**src/rtl/irq_holdoff_pkg.sv**
```systemverilog
package irq_holdoff_pkg;

    localparam int CFG_W      = 32;
    localparam int IVL_W      = 8;
    localparam int IVL_LSB    = 24;

    typedef logic [IVL_W-1:0] ivl_t;

    typedef struct packed {
        ivl_t ivl;
        logic irq;
    } ctl_state_t;

    function automatic ivl_t ivl_field(input logic [CFG_W-1:0] w);
        return w[IVL_LSB +: IVL_W];
    endfunction

endpackage

```
**src/rtl/irq_tick_gen.sv**
```systemverilog
module irq_tick_gen #(
    parameter int TICK_CYCLES = 1000
) (
    input  logic clk_i,
    input  logic rst_ni,
    output logic tick_o
);
    localparam int PW = (TICK_CYCLES > 1) ? $clog2(TICK_CYCLES) : 1;
    localparam logic [PW-1:0] LAST = PW'(TICK_CYCLES - 1);

    logic [PW-1:0] presc_d, presc_q;
    logic          wrap;

    generate
        if (TICK_CYCLES > 1) begin : g_div
            assign wrap = (presc_q == LAST);
        end else begin : g_pass
            assign wrap = 1'b1;
        end
    endgenerate

    always_comb begin
        presc_d = wrap ? '0 : presc_q + 1'b1;
    end

    always_ff @(posedge clk_i or negedge rst_ni) begin
        if (!rst_ni) presc_q <= '0;
        else         presc_q <= presc_d;
    end

    assign tick_o = wrap;
endmodule

```
**src/rtl/irq_holdoff_counter.sv**
```systemverilog
module irq_holdoff_counter
    import irq_holdoff_pkg::*;
(
    input  logic clk_i,
    input  logic rst_ni,
    input  logic tick_i,
    input  logic clear_i,
    input  logic load_i,
    input  ivl_t load_val_i,
    output logic idle_o
);
    ivl_t cnt_d, cnt_q;

    always_comb begin
        cnt_d = cnt_q;
        if (clear_i) begin
            cnt_d = '0;
        end else if (load_i) begin
            cnt_d = load_val_i;
        end else if (tick_i && (cnt_q != '0)) begin
            cnt_d = cnt_q - 1'b1;
        end
    end

    always_ff @(posedge clk_i or negedge rst_ni) begin
        if (!rst_ni) cnt_q <= '0;
        else         cnt_q <= cnt_d;
    end

    assign idle_o = (cnt_q == '0);
endmodule

```
**src/rtl/irq_holdoff_top.sv**
```systemverilog
module irq_holdoff_top
    import irq_holdoff_pkg::*;
#(
    parameter int TICK_CYCLES = 1000
) (
    input  logic             clk_i,
    input  logic             rst_ni,
    input  logic             irq_pending_i,
    input  logic             wake_event_i,
    input  logic             cfg_wr_i,
    input  logic [CFG_W-1:0] cfg_wdata_i,
    output logic             irq_o,
    output logic             holdoff_active_o
);
    ctl_state_t st_d, st_q;
    ivl_t       interval_q;
    logic       tick;
    logic       cnt_idle;
    logic       zero_wr;
    logic       load;

    irq_tick_gen #(.TICK_CYCLES(TICK_CYCLES)) u_tick (
        .clk_i  (clk_i),
        .rst_ni (rst_ni),
        .tick_o (tick)
    );

    always_comb begin
        st_d    = st_q;
        zero_wr = cfg_wr_i && (ivl_field(cfg_wdata_i) == '0);
        if (cfg_wr_i) begin
            st_d.ivl = ivl_field(cfg_wdata_i);
        end
        st_d.irq = wake_event_i || (irq_pending_i && (cnt_idle || zero_wr));
        load     = st_q.irq && !st_d.irq;
    end

    always_ff @(posedge clk_i or negedge rst_ni) begin
        if (!rst_ni) st_q <= '0;
        else         st_q <= st_d;
    end

    assign interval_q = st_q.ivl;

    irq_holdoff_counter u_cnt (
        .clk_i      (clk_i),
        .rst_ni     (rst_ni),
        .tick_i     (tick),
        .clear_i    (zero_wr),
        .load_i     (load),
        .load_val_i (interval_q),
        .idle_o     (cnt_idle)
    );

    assign irq_o            = st_q.irq;
    assign holdoff_active_o = !cnt_idle;
endmodule

```
**config.mk**
```make
export PLATFORM = sky130hd
export DESIGN_NAME = irq_holdoff_top
export DESIGN_NICKNAME = d
export VERILOG_FILES = /design/src/rtl/irq_holdoff_pkg.sv /design/src/rtl/irq_tick_gen.sv /design/src/rtl/irq_holdoff_counter.sv /design/src/rtl/irq_holdoff_top.sv
export SDC_FILE = /design/constraint.sdc
export NUM_CORES = 1
export LEC_CHECK = 0
export BUFFER_PORTS_ARGS = -buffer_cell sky130_fd_sc_hd__buf_2
export CORE_ASPECT_RATIO = 1.25
export CORE_MARGIN = 8
export CORE_UTILIZATION = 35
export CTS_BUF_LIST = sky130_fd_sc_hd__clkbuf_8
export DETAILED_ROUTE_END_ITERATION = 12
export PLACE_DENSITY = 0.68
export SKIP_CTS_REPAIR_TIMING = 1
export SLEW_MARGIN = 20
export SYNTH_ARGS = -nofsm -noshare
export SYNTH_HDL_FRONTEND = slang
export SYNTH_SLANG_ARGS = --single-unit
```
**constraint.sdc**
```tcl
create_clock -name clk_i -period 4.4 [get_ports clk_i]
set_clock_uncertainty 0.05 [all_clocks]
set_input_delay 0.88 -clock clk_i [delete_from_list [all_inputs] [get_ports clk_i]]
set_output_delay 0.88 -clock clk_i [all_outputs]
set_load 0.02 [all_outputs]
```
After elaboration in Yosys (flattened, before gate mapping)
Index checks and enable logic that the tools add are counted.
Storage, ports and cells
  word-level logic and storage cells: 23
  input bits: 37
  register bits: 27
  output and inout port bits: 2
Cells by class
  reductions and logical operators: 12
  muxes and demuxes: 4
  equality and inequality tests: 1
  $add $sub $neg: 2
Operator list (count)
  $mux W8: 3
  $logic_not A8 Y1: 2
  $add A10 B1 Y10 const B: 1
  $eq A10 B10 Y1 const B: 1
  $mux W10: 1
  $reduce_bool A8 Y1: 1
  $sub A8 B1 Y8 const B: 1
  $logic_and A1 B1 Y1: 4
  $reduce_bool A3 Y1: 1
  $logic_not A1 Y1: 2
  $logic_or A1 B1 Y1: 2

Depth between registers and ports, before layout
  depth after elaboration: 9
  gate-level depth with buffers: 7
  gate-level depth less buffers: 7

By module
From an unflattened synthesis, not the netlist that was laid out.
Second synthesis, totals
  cells, all modules: 131
  area, all modules: 1433.9 um2
By module, submodules not included
  irq_holdoff_counter: times used 1, area an instance 555.5 um2, cells each 61, sequential area each 200.2 um2
  irq_tick_gen: times used 1, area an instance 483.0 um2, cells each 43, sequential area each 250.2 um2
  irq_holdoff_top: times used 1, area an instance 395.4 um2, cells each 27, sequential area each 225.2 um2

Worst setup path before layout
No wires, ideal clock.
  kind: reg2out
  start: register u_cnt.cnt_q[4]
  end: output holdoff_active_o
  buffers on the path: 1
  required time: 3470 ps
  arrival: 1582 ps
  setup slack: 1888 ps
  stages on the path, launching flop included: 4
  cells stage by stage: dfrtp_1 -> or4_4 -> or4b_4 -> buf_6
Between the ends
  longest elaborated chain between the ends: 2
Ends and longest elaborated chain
  start: declaration: line irq_holdoff_counter.sv:12  | ivl_t cnt_d, cnt_q;
  start signal: assignment: line irq_holdoff_counter.sv:27  | else cnt_q <= cnt_d;
  $logic_not A8 Y1: line irq_holdoff_counter.sv:30  | assign idle_o = (cnt_q == '0);
  $logic_not A1 Y1: line irq_holdoff_top.sv:56  | assign holdoff_active_o = !cnt_idle;
  end: declaration: line irq_holdoff_top.sv:13  | output logic holdoff_active_o
Every way passes these cells.

Final worst setup path
Ends and elaborated chain as after synthesis.

==> impl_results.md <==
* Seq/Total Area, Yosys at a little under half
* Root buffer cell: clkbuf_8
* Maximum root-to-sink buffer count at 2
* Initial Util at 35.7%
* Clock Power Share at 24.1%
* Die Footprint at 6440 um^2
* Final wirelength at 2960 um
* Fin crit period at between 3 and 4 ns
* Period utilization at between 60% and 70%
* GR Overflow Total at 0
* Worst-path fanout max at 7
* Most Crowded Layer GR: met2
* Switching share of power at 31.2%
* DR WL/cell at 14.1 um
* Layout cells sized above 1 at a little under a quarter
* WP data arrival at 2.08 ns
* Cell count after synthesis at 138
* Post-synth ARST share at 100%
* Ys Warns at 0
* GRT met1 Usage at 12.0%
* CTS Buf Count at 3
* Die X at about 73 um
* Routed vias/inst at approximately 5.3
* Worst-margin pin slew at 0.593 ns
* GR Layer Usage met3 at 2.29%
* Routed Antenna Nets at 0
* Yosys cell types at 42
* Post-Syn Area at 1440 um^2
* Detailed Routing Iterations Pass 1 at 4
* Clk sinks at 27
* # setup viols final at 0
* EDFF count, synth at 0
* DRC at 0
* Synthesized flop and latch total at 27
* Core ar. at 4030 um^2
* Leakage at 0.698 nW
* Clk pin slew, worst setup/hold paths at approximately 0.1 ns
* Final non-filler cell total at 210
* Crit path kind: reg -> out
* Syn avg cell area at 10.4 um^2
* Placer Congestion at 0.793
* Worst VDD drop at roughly 0.00016 V
* Vias in the first global route at 1191
* Cell Pwr Density at 370 nW/um^2
* Total Nets Final at 195
* Flop pwr share at 52.6%
* Max Slew Vio Count at 0
* Final hold violation count at 0
* Initial antenna violation count at 0
* Net Switching at 0.187 mW
* First-pass GRT wire length at 5150 um
* CTS H-tree lvls at 1
* CTS tree: yes
* CP Launch Type: register
* Main synth FF type: dfrtp_1
* Site row count at 26
* Pint at 0.411 mW
* GRT Overall Usage at between 10% and 20%
* Most frequent cells in the layout: 27 x dfrtp_1, 14 x nor2_1, 14 x buf_2
* Fill cell count at around 420
* Syn_nets at 178
* Max cap viols at 0
* DRT iter0 DRCs at 30
* Port bufs at 14
* Met2 usage at 17.4%
* Normalized max-slew margin at 60.4%
* Via Count at 1112
* Die Ht at 87.7 um
* Gate power share at 23.3%
* Commonest non-fill, non-tap cell in the layout: dfrtp_1
* Final core occ at roughly two fifths
* RSZ-0062 raised after global routing: false
* Status: complete, no violations
* # IOs at 39
* Largest net degree at the start of global routing at 28
* Hpwl dp at 2270 um
* Hold crit path type: reg -> reg
* Total negative setup slack at 0 ns
* Critical Path End Type: primary output
* Crit path required time at 3.47 ns
* Skew-Pair Late Insertion Delay at 0.28 ns
* Max Fclk at 0.332 GHz
* Ant diodes at 0
* Area Overhead vs Synth at 12.3%
* Dpl cells at 206
## cell usage after synthesis (all sizes together), types with 2 or more instances
master | count | area share, %
and2 | 2 | 0.87
inv | 4 | 1.0
dfrtp | 27 | 47
nand3 | 7 | 2.4
o21ai | 8 | 3.3
nor2 | 14 | 3.6
o211ai | 5 | 2.6
a21oi | 4 | 1.4
nand4 | 3 | 1.7
a21o | 3 | 1.6
xnor2 | 4 | 2.4
xor2 | 3 | 1.8
nor4 | 4 | 1.7
mux2i | 4 | 2.8
ha | 3 | 2.6
mux2 | 7 | 5.5
nand2 | 11 | 2.9
a31oi | 2 | 1.9
nor2b | 3 | 1.3
clkbuf | 2 | 0.52
## flip-flops by register name, summed over array words and instances, names as in the netlist
name            flops
u_tick.presc_q     10
interval_q          8
u_cnt.cnt_q         8
irq_o               1
## final cells by class
class	count	area, um^2	share of cell area (%)
Clock buffer	3	41.3	2.55
Inverter	4	15.0	0.928
Multi-Input combinational cell	104	731	45.2
Timing Repair Buffer	15	77.6	4.80
Clock inverter	1	7.51	0.464
Sequential cell	27	676	41.8
Tap cell	56	70.1	4.33
## critical path, cell delays in order, from the launching register on
cell and delay, ns:
dfrtp_1 0.44, or4_4 0.56, or4b_4 0.60, buf_2 0.20
## power groups by stage
stage               clock network (mW)  logic, mW  registers [mW]
floorplan                            0      0.108           0.310
global placement                     0      0.134           0.316
detailed placement                   0      0.139           0.319
CTS                              0.150      0.141           0.314
global route                     0.159      0.160           0.318
finish                           0.144      0.140           0.315
## final timing paths
| kind | from | endpoint | slack [ns] | cells after the start |
|---|---|---|---|---|
| max | u_cnt.cnt_q[4] | holdoff_active_o | 1.39 | 3 |
| min | u_tick.presc_q[9] | u_tick.presc_q[9] | 0.43 | 1 |
| max reg2reg | u_cnt.cnt_q[4] | u_cnt.cnt_q[5] | 2.04 | 5 |
| min reg2reg | u_tick.presc_q[9] | u_tick.presc_q[9] | 0.43 | 1 |
| max in group asynchronous | rst_ni | interval_q[2] | 3.36 | 1 |
| min in group asynchronous | rst_ni | u_tick.presc_q[2] | 0.54 | 1 |
## cells by family (layout without fill, tap and decap cells)
| logic type | after synthesis | in the layout | synth area share [%] |
|---|---|---|---|
| xor gates and xnor gates | 7 | 7 | 4.26 |
| buffers and inverters | 7 | 23 | 2.35 |
| adders and majority gates | 3 | 3 | 2.61 |
| AOI/OAI and AO/OA | 30 | 30 | 15.5 |
| and+or+nand+nor | 53 | 53 | 20.2 |
| DFF | 27 | 27 | 46.9 |
| muxes | 11 | 11 | 8.25 |
## layer usage
layer  vias to the layer above  wire length (um)
met3                         5               135
met2                        29              1520
met4                         0                50
met5                         -                 0
li1                        543                 -
met1                       535              1250
## stage by stage
stage               hold WS, ns  instance area [um^2]  total power [mW]  worst slack, ns
global placement          0.415                  1570             0.450             1.74
global route              0.465                  1620             0.637             1.35
CTS                       0.433                  1620             0.605             1.39
floorplan                 0.395                  1440             0.418             1.89
finish                    0.432                  1620             0.598             1.39
detailed placement        0.412                  1570             0.458             1.73
(Power assumes the default switching activity.)
